### src/rtl/mrd_pkg.sv
package mrd_pkg;
  typedef enum logic [1:0] {
    PH_IDLE = 2'd0,
    PH_ADDR = 2'd1,
    PH_DATA = 2'd2
  } ph_t;
endpackage

### src/rtl/mrd_seg_packer.sv
module mrd_seg_packer #(
  parameter int DATA_W = 32
) (
  input  logic              clk,
  input  logic              rst_n,
  input  logic              clr,
  input  logic              take,
  input  logic              narrow,
  input  logic [DATA_W-1:0] wide_d,
  input  logic [DATA_W/2-1:0] half_d,
  output logic              word_done,
  output logic              hi_phase,
  output logic [DATA_W-1:0] word
);
  localparam int HALF_W = DATA_W / 2;

  logic              hi_q, hi_d;
  logic [HALF_W-1:0] lo_q, lo_d;
  logic              lo_en;

  assign lo_en = take && narrow && !hi_q;

  always_comb begin
    hi_d = hi_q;
    if (clr)                 hi_d = 1'b0;
    else if (take && narrow) hi_d = !hi_q;
    lo_d = lo_en ? half_d : lo_q;
  end

  always_ff @(posedge clk or negedge rst_n) begin
    if (!rst_n) begin
      hi_q <= 1'b0;
      lo_q <= '0;
    end else begin
      hi_q <= hi_d;
      lo_q <= lo_d;
    end
  end

  assign hi_phase  = hi_q;
  assign word_done = take && (!narrow || hi_q);
  assign word      = narrow ? {half_d, lo_q} : wide_d;

  AST_LO_HELD_UNTIL_HI: assert property (@(posedge clk) disable iff (!rst_n)
    (narrow && hi_q && !take && !clr) |=> ($stable(lo_q) && hi_q)) else $error("lo half lost");
endmodule

### src/rtl/mrd_burst_track.sv
module mrd_burst_track #(
  parameter int LEN_W = 8
) (
  input  logic             clk,
  input  logic             rst_n,
  input  logic             load,
  input  logic [LEN_W-1:0] len,
  input  logic             step,
  output logic             final_word
);
  logic [LEN_W-1:0] cnt_q, cnt_d, len_q, len_d;

  always_comb begin
    cnt_d = cnt_q;
    len_d = len_q;
    if (load) begin
      cnt_d = '0;
      len_d = len;
    end else if (step) begin
      cnt_d = cnt_q + 1'b1;
    end
  end

  always_ff @(posedge clk or negedge rst_n) begin
    if (!rst_n) begin
      cnt_q <= '0;
      len_q <= '0;
    end else begin
      cnt_q <= cnt_d;
      len_q <= len_d;
    end
  end

  assign final_word = (cnt_q == len_q - 1'b1);

  AST_CNT_IN_RANGE: assert property (@(posedge clk) disable iff (!rst_n)
    step |-> (cnt_q < len_q)) else $error("word beyond requested length");
endmodule

### src/rtl/mrd_assembler.sv
module mrd_assembler
  import mrd_pkg::*;
#(
  parameter int DATA_W = 32,
  parameter int LEN_W  = 8
) (
  input  logic                clk,
  input  logic                rst_n,
  input  logic                start,
  input  logic [LEN_W-1:0]    req_len,
  input  logic                req_narrow,
  input  logic                addr_en_n,
  input  logic                fifo_nempty,
  input  logic [DATA_W-1:0]   rdata_wide,
  input  logic [DATA_W/2-1:0] rdata_half,
  input  logic                last_n,
  output logic                rd_en_n,
  output logic                fifo_sel,
  output logic                busy,
  output logic [DATA_W-1:0]   out_data,
  output logic                out_valid,
  output logic                out_last,
  output logic                len_err
);
  logic [1:0] rst_sync_q;
  logic       rst_q;

  always_ff @(posedge clk or negedge rst_n) begin
    if (!rst_n) rst_sync_q <= 2'b00;
    else        rst_sync_q <= {rst_sync_q[0], 1'b1};
  end
  assign rst_q = rst_sync_q[1];

  ph_t ph_q, ph_d;
  logic narrow_q, narrow_d;
  logic start_ok, take, mark, early_lo, fin, mismatch;
  logic word_done, hi_phase, final_word;
  logic [DATA_W-1:0] word;
  logic [DATA_W-1:0] data_q, data_d;
  logic valid_d, last_d, err_d;
  logic valid_q, last_q, err_q;

  assign start_ok = (ph_q == PH_IDLE) && start && (req_len != '0);
  assign take     = (ph_q == PH_DATA) && fifo_nempty;
  assign mark     = take && !last_n;
  assign early_lo = mark && narrow_q && !hi_phase;
  assign fin      = early_lo || (word_done && (mark || final_word));
  assign mismatch = early_lo || (word_done && (mark != final_word));

  mrd_seg_packer #(.DATA_W(DATA_W)) u_packer (
    .clk       (clk),
    .rst_n     (rst_q),
    .clr       (start_ok),
    .take      (take),
    .narrow    (narrow_q),
    .wide_d    (rdata_wide),
    .half_d    (rdata_half),
    .word_done (word_done),
    .hi_phase  (hi_phase),
    .word      (word)
  );

  mrd_burst_track #(.LEN_W(LEN_W)) u_track (
    .clk        (clk),
    .rst_n      (rst_q),
    .load       (start_ok),
    .len        (req_len),
    .step       (word_done),
    .final_word (final_word)
  );

  always_comb begin
    ph_d     = ph_q;
    narrow_d = narrow_q;
    unique case (ph_q)
      PH_IDLE: if (start_ok) begin
                 ph_d     = PH_ADDR;
                 narrow_d = req_narrow;
               end
      PH_ADDR: if (addr_en_n) ph_d = PH_DATA;
      PH_DATA: if (fin) ph_d = PH_IDLE;
      default: ph_d = PH_IDLE;
    endcase
    data_d  = word_done ? word : data_q;
    valid_d = word_done;
    last_d  = word_done && fin;
    err_d   = mismatch;
  end

  always_ff @(posedge clk or negedge rst_q) begin
    if (!rst_q) begin
      ph_q     <= PH_IDLE;
      narrow_q <= 1'b0;
      data_q   <= '0;
      valid_q  <= 1'b0;
      last_q   <= 1'b0;
      err_q    <= 1'b0;
    end else begin
      ph_q     <= ph_d;
      narrow_q <= narrow_d;
      data_q   <= data_d;
      valid_q  <= valid_d;
      last_q   <= last_d;
      err_q    <= err_d;
    end
  end

  assign rd_en_n   = !take;
  assign fifo_sel  = (ph_q != PH_IDLE) && narrow_q;
  assign busy      = (ph_q != PH_IDLE);
  assign out_data  = data_q;
  assign out_valid = valid_q;
  assign out_last  = last_q;
  assign len_err   = err_q;

  AST_STROBE_OFF_AT_START: assert property (@(posedge clk) disable iff (!rst_q)
    $rose(busy) |-> rd_en_n) else $error("strobe during address phase");
  AST_VALID_AFTER_STROBE: assert property (@(posedge clk) disable iff (!rst_q)
    out_valid |-> $past(!rd_en_n)) else $error("word without strobe");
  AST_LAST_HAS_VALID: assert property (@(posedge clk) disable iff (!rst_q)
    out_last |-> (out_valid && !busy)) else $error("stray last flag");
  AST_ERR_ENDS_BURST: assert property (@(posedge clk) disable iff (!rst_q)
    len_err |-> !busy) else $error("error while busy");
  AST_WIDE_SEL_LOW: assert property (@(posedge clk) disable iff (!rst_q)
    (!rd_en_n && !narrow_q) |-> !fifo_sel) else $error("wide burst on narrow channel");
endmodule

### config.mk
export PLATFORM = sky130hd
export DESIGN_NAME = mrd_assembler
export DESIGN_NICKNAME = d
export VERILOG_FILES = /design/src/rtl/mrd_pkg.sv /design/src/rtl/mrd_seg_packer.sv /design/src/rtl/mrd_burst_track.sv /design/src/rtl/mrd_assembler.sv
export SDC_FILE = /design/constraint.sdc
export NUM_CORES = 1
export LEC_CHECK = 0
export BUFFER_PORTS_ARGS = -buffer_cell sky130_fd_sc_hd__clkbuf_2
export CORE_ASPECT_RATIO = 1.4
export CORE_MARGIN = 5
export CORE_UTILIZATION = 51
export DETAILED_ROUTE_END_ITERATION = 10
export PLACE_DENSITY = 0.84
export RECOVER_POWER = 25
export SYNTH_ARGS = -nofsm -noshare
export SYNTH_HDL_FRONTEND = slang
export SYNTH_SLANG_ARGS = --single-unit
### constraint.sdc
create_clock -name clk -period 2.56 [get_ports clk]
set_clock_uncertainty 0.15 [all_clocks]
set_input_delay 0.64 -clock clk [delete_from_list [all_inputs] [get_ports clk]]
set_output_delay 0.64 -clock clk [all_outputs]
set_load 0.02 [all_outputs]
==> results of run 1 <==
-- stage by stage --
stage | setup WS, ps | cells
2_1_floorplan | 164 | 304
3_3_place_gp | 125 | 468
3_5_place_dp | 114 | 468
4_1_cts | 104 | 485
5_1_grt | -30.2 | 488
6_report | 132 | 488
-- how the worst max path moves through the flow --
stage                      from       to  cells past startpoint
3_3_place_gp   u_track.len_q[1]  ph_q[1]                      9
3_5_place_dp   u_track.len_q[1]  ph_q[1]                      9
5_1_grt        u_track.len_q[2]  ph_q[1]                      8
2_1_floorplan  u_track.len_q[0]  ph_q[1]                      9
4_1_cts        u_track.len_q[1]  ph_q[1]                      9
6_report       u_track.len_q[1]  ph_q[1]                      9
-- per-layer routing --
metal	wire length (µm)	track usage [%]	vias to the layer above
li1	-	-	1262
met5	0	0	-
met2	3990	32.3	88
met1	2750	21.7	1250
met4	131	6.88	0
met3	564	6.53	12
-- cell usage in the layout (no fill, tap or decap), drive strengths merged, types with 3 or more instances in the layout --
master and count:
mux2 22, inv 5, mux2i 32, buf 10, ha 3, a31oi 3
xnor2 8, a21oi 4, nand2 45, clkbuf 110, o21ai 42, nand3 3
dfrtp 73, xor2 7, nor2 13, nor4 3, clkinv 4
-- registers in the layout, summed over array words and instances, names as in the netlist --
register / flops
out_data: 32
out_last: 1
u_packer.lo_q: 16
rst_sync_q: 2
ph_q: 2
u_track.cnt_q: 8
u_track.len_q: 8
out_valid: 1
len_err: 1
u_packer.hi_phase: 1
narrow_q: 1
-- power groups by stage --
stage / clock (µW) / combinational [µW] / sequential [µW]
2_1_floorplan: 0 / 1150 / 2160
3_3_place_gp: 0 / 1920 / 1930
3_5_place_dp: 0 / 1980 / 1950
4_1_cts: 927 / 1980 / 1930
5_1_grt: 973 / 2210 / 1980
6_report: 900 / 2000 / 1920
-- final cells by class --
type / instances / area [µm²] / area share, %
Tap cell: 74 / 92.6 / 2.22
Inverter: 6 / 23.8 / 0.570
Clock buffer: 10 / 138 / 3.30
Multi-Input combinational cell: 208 / 1420 / 34.1
Clock inverter: 6 / 67.6 / 1.62
Timing Repair Buffer: 111 / 597 / 14.3
Sequential cell: 73 / 1830 / 43.8
-- kinds of logic after synthesis --
family | Yosys count
AND/OR/NAND/NOR | 80
flip-flops | 73
AO/OA/AOI/OAI | 55
multiplexers | 54
buffers and inverters | 23
XOR/XNOR | 15
adder cells (fa/ha/maj) | 3
other | 1
-- timing repair --
item	CTS	global route
setup endpoints to repair	0	1
hold buffers	1	0
endpoints found under the hold margin	2	0
buffers inserted	0	3
==> impl_metrics.tcl, run 1 <==
set metrics [dict create \
    synthSimpleGateAreaFrac_pct 11.4 \
    cts_max_path_buffers 2 \
    fmax_mhz 412 \
    coreArea_um2 6530 \
    slew-limit-headroom_pct 14.2 \
    die_h_um 106 \
    worstReg2RegStart "u_track.len_q[1]" \
    pwr-share-seq_pct 39.9 \
    netlist_area_um2 3360 \
    cts_tree "built" \
    critPathTopFamily "compound AO/OA/AOI/OAI gates" \
    synth_edf_count 0 \
    crit_slowest_cell "or4_1" \
    h-tree-depth 3 \
    pwr-share-clk_pct 18.7 \
    num-fill-cells 529 \
    antenna_found_initial 0 \
    status "complete, no violations" \
    yosysSeqAreaShare_pct 54.3 \
    place_area_um2 3940 \
    grt_max_degree 66 \
    fin_hold_ws_ps 205 \
    total_power_uw 4820 \
    cpPeakStageDelay_ps 530 \
    reg2regPathDepth 9 \
    synth_compound_area_share_pct 8.93 \
    min_path_cells 0 \
    worstPathMaxFanout 6 \
    cp_data_required_time_ps 2620 \
    synth_top_flop_cell "dfrtp_1" \
    first_iter_violations 102 \
    hold_path_class "reg -> reg" \
    post-route-drc-count 0 \
    leakage_uw 0.00212 \
    finish.utilization_pct 63.9 \
    period_share_pct 94.9 \
    fin_area_um2 4170 \
    critPathArrivalTime_ps 2490 \
    path_cells "buf_4, nor2_4, a31oi_1, or4_1, a311oi_1, o21ai_1, ha_1, o221ai_1, o21ai_0" \
    yosysTopAreaCellShare_pct 54.3 \
    insertion_delay_ps 330 \
    grt_overflow 0 \
    place_hpwl_mm 5.61 \
    tightest_slew_ps 1290 \
    grtUsageTotal_pct 18.9 \
    grt_pass1_wl_mm 12.4 \
    async_flop_share_pct 100 \
    comb_power_share_pct 41.4 \
    vias_per_cell 5.35 \
    io_pins 101 \
    r2r_setup_slack_ps 130 \
    drtPass1Iterations 4 \
    grt_pass1_vias 2651 \
    n_antenna_cell 0 \
    fin_nets 475 \
    avgSynthCellArea_um2 11.1 \
    hold_viol 0 \
    switching_share_pct 38.4 \
    clockRootBuffer "clkbuf_8" \
    timing.setup.tns_ps 0 \
    p_per_area_nw_per_um2 1160 \
    globalplace.congestion 0.785 \
    yosys_register_bits 73 \
    muxShareOfSynthArea_pct 16.9 \
    cts.sinks 73 \
    yosys.area_share.adder_pct 1.12 \
    hold_end "rst_sync_q[1]" \
    synth_area_leader_cell "dfrtp_1" \
    r2r-end "ph_q[1]" \
    synth_top_family_by_area "multiplexers" \
    synthTopCellsByCount "dfrtp_1 (73), nand2_1 (45), o21ai_0 (35)" \
    synth_warnings 0 \
    max-vdd-ir-drop_mv 0.617 \
    min_from "rst_sync_q[0]" \
    syn-instance-count 304 \
    max-cap-violations 0 \
    synth_cell_types 46 \
    fin_crit_ps 2430 \
    portBuffers 100 \
    cts_inserted_buffers 9 \
    critPathBufInv 1 \
    totalWireLength_mm 7.44 \
    clk_pin_slew_ps 80 \
    initial_core_util_pct 51.5 \
    yosysMostFrequentCell "dfrtp_1" \
    ant_nets 0 \
    areaGrowthSynthToFinish_pct 24.0 \
    die_area_um2 8340 \
    die_x_um 78.6 \
    syn_nets 370 \
    slew_viol_final 0 \
    vias 2612 \
    switchingPower_uw 1850 \
    num_rows 35 \
    cp-end-kind "register" \
    layout-drive-gt1-share_pct 38.2 \
    setup_viol 0 \
    crit_type "reg -> reg" \
    synth_area_leaders "dfrtp_1 (54%), mux2i_1 (9.5%), mux2_2 (7.4%)" \
    synthXorXnorAreaFrac_pct 3.91 \
    startpoint_type "register" \
    cts-resized-gates 0 \
    p_int_uw 2970 \
    avgRoutedWirePerCell_um 15.2 \
]
Power figures use the tool's default switching activity.
==> inputs of run 2 (changes only) <==
--- a/config.mk
+++ b/config.mk
@@ -11,7 +11,7 @@
 export CORE_UTILIZATION = 51
 export DETAILED_ROUTE_END_ITERATION = 10
 export PLACE_DENSITY = 0.84
-export RECOVER_POWER = 25
+export RECOVER_POWER = 100
 export SYNTH_ARGS = -nofsm -noshare
 export SYNTH_HDL_FRONTEND = slang
 export SYNTH_SLANG_ARGS = --single-unit
==> run 2 against run 1 <==
Effect of this change:
- die area unchanged
- routed wire length grew 1.7%
- maximum frequency hardly changed
- clock-buffer cell count unchanged
- via count shrank 0.15%
- utilization shrank 0.86 points
- sequential cell count is the same
- sequential share of layout area rose by 0.60 points
- non-clock buffer count unchanged
- largest power group is now sequential cells
==> impl_metrics.tcl, run 2 (synthesized netlist as in run 1, its figures left out) <==
set metrics [dict create \
    cts.sinks 73 \
    critPathTopFamily "compound AO/OA/AOI/OAI gates" \
    io_pins 101 \
    post-route-drc-count 0 \
    cts_max_path_buffers 2 \
    dp.cells 468 \
    status "complete, no violations" \
    globalplace.congestion 0.785 \
    crit_slowest_cell "or4_1" \
    slew_viol_final 0 \
    cts_inserted_buffers 9 \
    insertion_delay_ps 340 \
    stdcell_count 488 \
    die_area_um2 8340 \
    cp-end-kind "register" \
    avgRoutedWirePerCell_um 15.5 \
    startpoint_type "register" \
    portBuffers 100 \
    clk_pin_slew_ps 80 \
    max-vdd-ir-drop_mv 0.606 \
    p_per_area_nw_per_um2 1160 \
    period_share_pct 94.9 \
    die_x_um 78.6 \
    ant_nets 0 \
    critPathArrivalTime_ps 2500 \
    fin_crit_ps 2430 \
    slew-limit-headroom_pct 14.9 \
    n_antenna_cell 0 \
    grt_max_degree 66 \
    totalWireLength_mm 7.56 \
    vias 2608 \
    max-cap-violations 0 \
    leakage_uw 0.00199 \
    num_rows 35 \
    clockRootBuffer "clkbuf_8" \
    critPathBufInv 1 \
    areaGrowthSynthToFinish_pct 22.4 \
    hold_path_class "reg -> reg" \
    path_cells "buf_4, nor2_4, a31oi_1, or4_1, a311oi_1, o21ai_1, ha_1, o221ai_1, o21ai_0" \
    fin_hold_ws_ps 205 \
    setup_viol 0 \
    final_common_cell "dfrtp_1" \
    first_iter_violations 121 \
    place_hpwl_mm 5.61 \
    cp_data_required_time_ps 2630 \
    grt_pass1_wl_mm 12.4 \
    crit_type "reg -> reg" \
    grt_pass1_vias 2651 \
    vias_per_cell 5.34 \
    worstPathMaxFanout 6 \
    place_area_um2 3940 \
    final_cell_mix "dfrtp_1 (72), clkbuf_2 (62), nand2_1 (45)" \
    layout-drive-gt1-share_pct 28.3 \
    grt_overflow 0 \
    coreArea_um2 6530 \
    fin_nets 475 \
    fmax_mhz 412 \
    tightest_slew_ps 1280 \
    cts_tree "built" \
    die_h_um 106 \
    initial_core_util_pct 51.5 \
    hold_viol 0 \
    cpPeakStageDelay_ps 530 \
    h-tree-depth 3 \
    fin_area_um2 4110 \
    drtPass1Iterations 4 \
    grtUsageTotal_pct 18.9 \
    antenna_found_initial 0 \
    largest_reg_flops 32 \
]
==> run 2: cell types whose count changed in the layout (fill, tap and decap cells not counted) <==
cell,change
clkbuf_1,+39
clkbuf_2,-37
o21ai_0,+5
o21ai_1,-5
buf_4,-3
clkbuf_4,+1
inv_1,+1
inv_2,-1
nor2_1,+1
nor2_2,-1
==> run 2: final cells by class <==
class / count / area (µm²)
fill: 556 / 2410
tap: 74 / 92.6
clock buffer: 10 / 138
sequential: 73 / 1830
timing repair buffer: 111 / 543
clock inverter: 6 / 67.6
inverter: 6 / 23.8
multi-input combinational: 208 / 1420
==> run 2: worst paths after layout <==
kind / from / endpoint / slack, ps / depth (start not counted)
setup / recovery: u_track.len_q[1] / ph_q[1] / 130 / 9
hold / removal: rst_sync_q[0] / rst_sync_q[1] / 210 / 0
setup reg to reg: u_track.len_q[1] / ph_q[1] / 130 / 9
hold reg to reg: rst_sync_q[0] / rst_sync_q[1] / 210 / 0
max in group asynchronous: rst_sync_q[1] / narrow_q / 1040 / 1
min in group asynchronous: rst_sync_q[1] / out_data[20] / 390 / 0
==> run 2: per-stage QoR <==
step	power [µW]	setup WS [ps]	TNS [ps]	util (%)
6_report	4750	131	0	63.0
5_1_grt	5080	-30.2	-30.2	63.0
4_1_cts	4830	104	0	63.6
3_5_place_dp	3920	114	0	60.3
3_3_place_gp	3840	125	0	60.3
2_1_floorplan	3310	164	0	-
==> run 2: routing by layer <==
metal	global-route usage [%]	wire [µm]	vias up	part of all wire, %
li1	-	-	1262	-
met1	21.7	2870	1243	38
met2	32.3	3940	90	52
met3	6.53	583	13	7.7
met4	6.88	166	0	2.2
met5	0	0	-	0
==> run 2: power by group <==
group	switching [µW]	leakage, µW	total (µW)	internal, µW
clock	431	0.0000985	909	478
sequential	315	0.000921	1920	1610
combinational	1110	0.000972	1920	814
==> run 2: repair_timing <==
item / in CTS / in global routing
hold endpoints to repair: 2 / 0
resized for setup: 0 / 0
setup buffers: 0 / 3
hold buffers: 1 / 0
setup endpoints to repair: 0 / 1
==> inputs of run 3 (changes only) <==
--- a/config.mk
+++ b/config.mk
@@ -7,11 +7,12 @@
 export LEC_CHECK = 0
 export BUFFER_PORTS_ARGS = -buffer_cell sky130_fd_sc_hd__clkbuf_2
 export CORE_ASPECT_RATIO = 1.4
-export CORE_MARGIN = 5
 export CORE_UTILIZATION = 51
 export DETAILED_ROUTE_END_ITERATION = 10
 export PLACE_DENSITY = 0.84
 export RECOVER_POWER = 100
+export SKIP_CTS_REPAIR_TIMING = 1
 export SYNTH_ARGS = -nofsm -noshare
 export SYNTH_HDL_FRONTEND = slang
 export SYNTH_SLANG_ARGS = --single-unit
+export TNS_END_PERCENT = 20
==> run 3 against run 2 <==
Effect of this change:
- the run now ends with design-rule violations left
- cell count down 0.41%
- combinational power about the same
- critical path depth stayed put
- hold slack gained 6.1 ps
- sequential cell count unchanged
- non-clock buffer count is the same
- maximum frequency is 0.28% lower
- power grew 0.64%
- die area decreased by 17%
- largest cell class unchanged
- largest power group unchanged
==> impl_metrics.tcl, run 3 (synthesized netlist as in run 1, its figures left out) <==
set metrics [dict create \
    status "complete, but fails checks" \
    violations "design-rule violations" \
    total_power_uw 4790 \
    die_area_um2 6930 \
    critPathArrivalTime_ps 2500 \
    cts_max_path_buffers 2 \
    fin_crit_ps 2440 \
    cts_inserted_buffers 9 \
    slew_viol_final 0 \
    cp_data_required_time_ps 2630 \
    cp-end-kind "register" \
    n_antenna_cell 0 \
    die_h_um 98.1 \
    avgRoutedWirePerCell_um 15.1 \
    initial_core_util_pct 53.4 \
    final_common_cell "dfrtp_1" \
    path_cells "inv_1, ha_1, xnor2_1, or4_4, a311oi_2, o21ai_1, ha_1, o221ai_2, o21ai_1" \
    hold_viol 0 \
    grtUsageTotal_pct 22.9 \
    grt_max_degree 66 \
    globalplace.congestion 0.823 \
    critPathTopFamily "compound AO/OA/AOI/OAI gates" \
    clockRootBuffer "clkbuf_8" \
    layout-drive-gt1-share_pct 28.0 \
    cpPeakStageDelay_ps 510 \
    busiest_layer "met2" \
    tightest_slew_ps 985 \
    crit_type "reg -> reg" \
    areaGrowthSynthToFinish_pct 22.2 \
    grt_overflow 0 \
    critPathBufInv 1 \
    gr-usage-met2_pct 40.0 \
    pwr-share-seq_pct 40.4 \
    cts.sinks 73 \
    largest_reg_flops 32 \
    cts_tree "built" \
    antenna_found_initial 0 \
    slew-limit-headroom_pct 34.3 \
    p_int_uw 2950 \
    switchingPower_uw 1830 \
    vias 2588 \
    fin_nets 475 \
    grt_pass1_wl_mm 12.4 \
    die_x_um 70.6 \
    cp.depth 9 \
    place_area_um2 3940 \
    fmax_mhz 411 \
    h-tree-depth 3 \
    timing.setup.tns_ps 0 \
    first_iter_violations 97 \
    worstReg2RegStart "u_track.len_q[0]" \
    p_per_area_nw_per_um2 1160 \
    post-route-drc-count 4 \
    startpoint_type "register" \
    portBuffers 100 \
    coreArea_um2 6300 \
    r2r_setup_slack_ps 120 \
    clk_pin_slew_ps 80 \
    worstPathMaxFanout 2 \
    fin_area_um2 4110 \
    crit_slowest_cell "or4_4" \
    comb_power_share_pct 39.8 \
    vias_per_cell 5.33 \
    max-cap-violations 0 \
    switching_share_pct 38.3 \
    setup_viol 0 \
    dp.cells 468 \
    totalWireLength_mm 7.32 \
    hold_path_class "reg -> async" \
    ant_nets 0 \
    io_pins 101 \
    pwr-share-clk_pct 19.9 \
    place_hpwl_mm 5.48 \
    max-vdd-ir-drop_mv 0.679 \
    reg2regPathDepth 9 \
    leakage_uw 0.00199 \
    insertion_delay_ps 330 \
    met3_usage_pct 5.37 \
    drtPass1Iterations 7 \
    num_rows 34 \
    period_share_pct 95.2 \
    finish.utilization_pct 65.3 \
    final_cell_mix "dfrtp_1 (72), clkbuf_2 (62), nand2_1 (45)" \
    r2r-end "ph_q[1]" \
    stdcell_count 486 \
    use_met1_pct 28.1 \
    grt_pass1_vias 2679 \
]
## run 3: how the worst max path moves through the flow
stage               slack, ps             start      end
finish                    120  u_track.len_q[0]  ph_q[1]
global route               -7  u_track.len_q[0]  ph_q[1]
CTS                        80  u_track.len_q[1]  ph_q[1]
detailed placement         80  u_track.len_q[1]  ph_q[1]
global placement          130  u_track.len_q[1]  ph_q[1]
floorplan                 160  u_track.len_q[0]  ph_q[1]
## run 3: power by group through the flow
stage	combinational, µW	sequential [µW]	clock [µW]
final	1900	1930	950
after global routing	2100	1980	1030
after CTS	1960	1940	982
after detailed placement	1960	1950	0
after global placement	1900	1920	0
after floorplan	1150	2160	0
## run 3: layout make-up
type	instances	area [µm²]
fill	531	2190
tap	72	90.1
timing repair buffer	111	519
inverter	6	23.8
clock buffer	10	128
sequential	73	1830
multi-input combinational	208	1440
clock inverter	6	82.6
## run 3: metrics by stage
stage               worst slack [ps]  hold slack [ps]
finish                           124              211
global route                   -7.18              225
CTS                             81.6            -95.0
detailed placement              83.6             97.8
global placement                 132             95.9
floorplan                        164              181
## run 3: per-layer routing
layer | share of wire [%] | vias to the layer above
met3 | 5.7 | 10
met2 | 54 | 85
li1 | - | 1262
met4 | 1.2 | 0
met1 | 39 | 1231
met5 | 0 | -
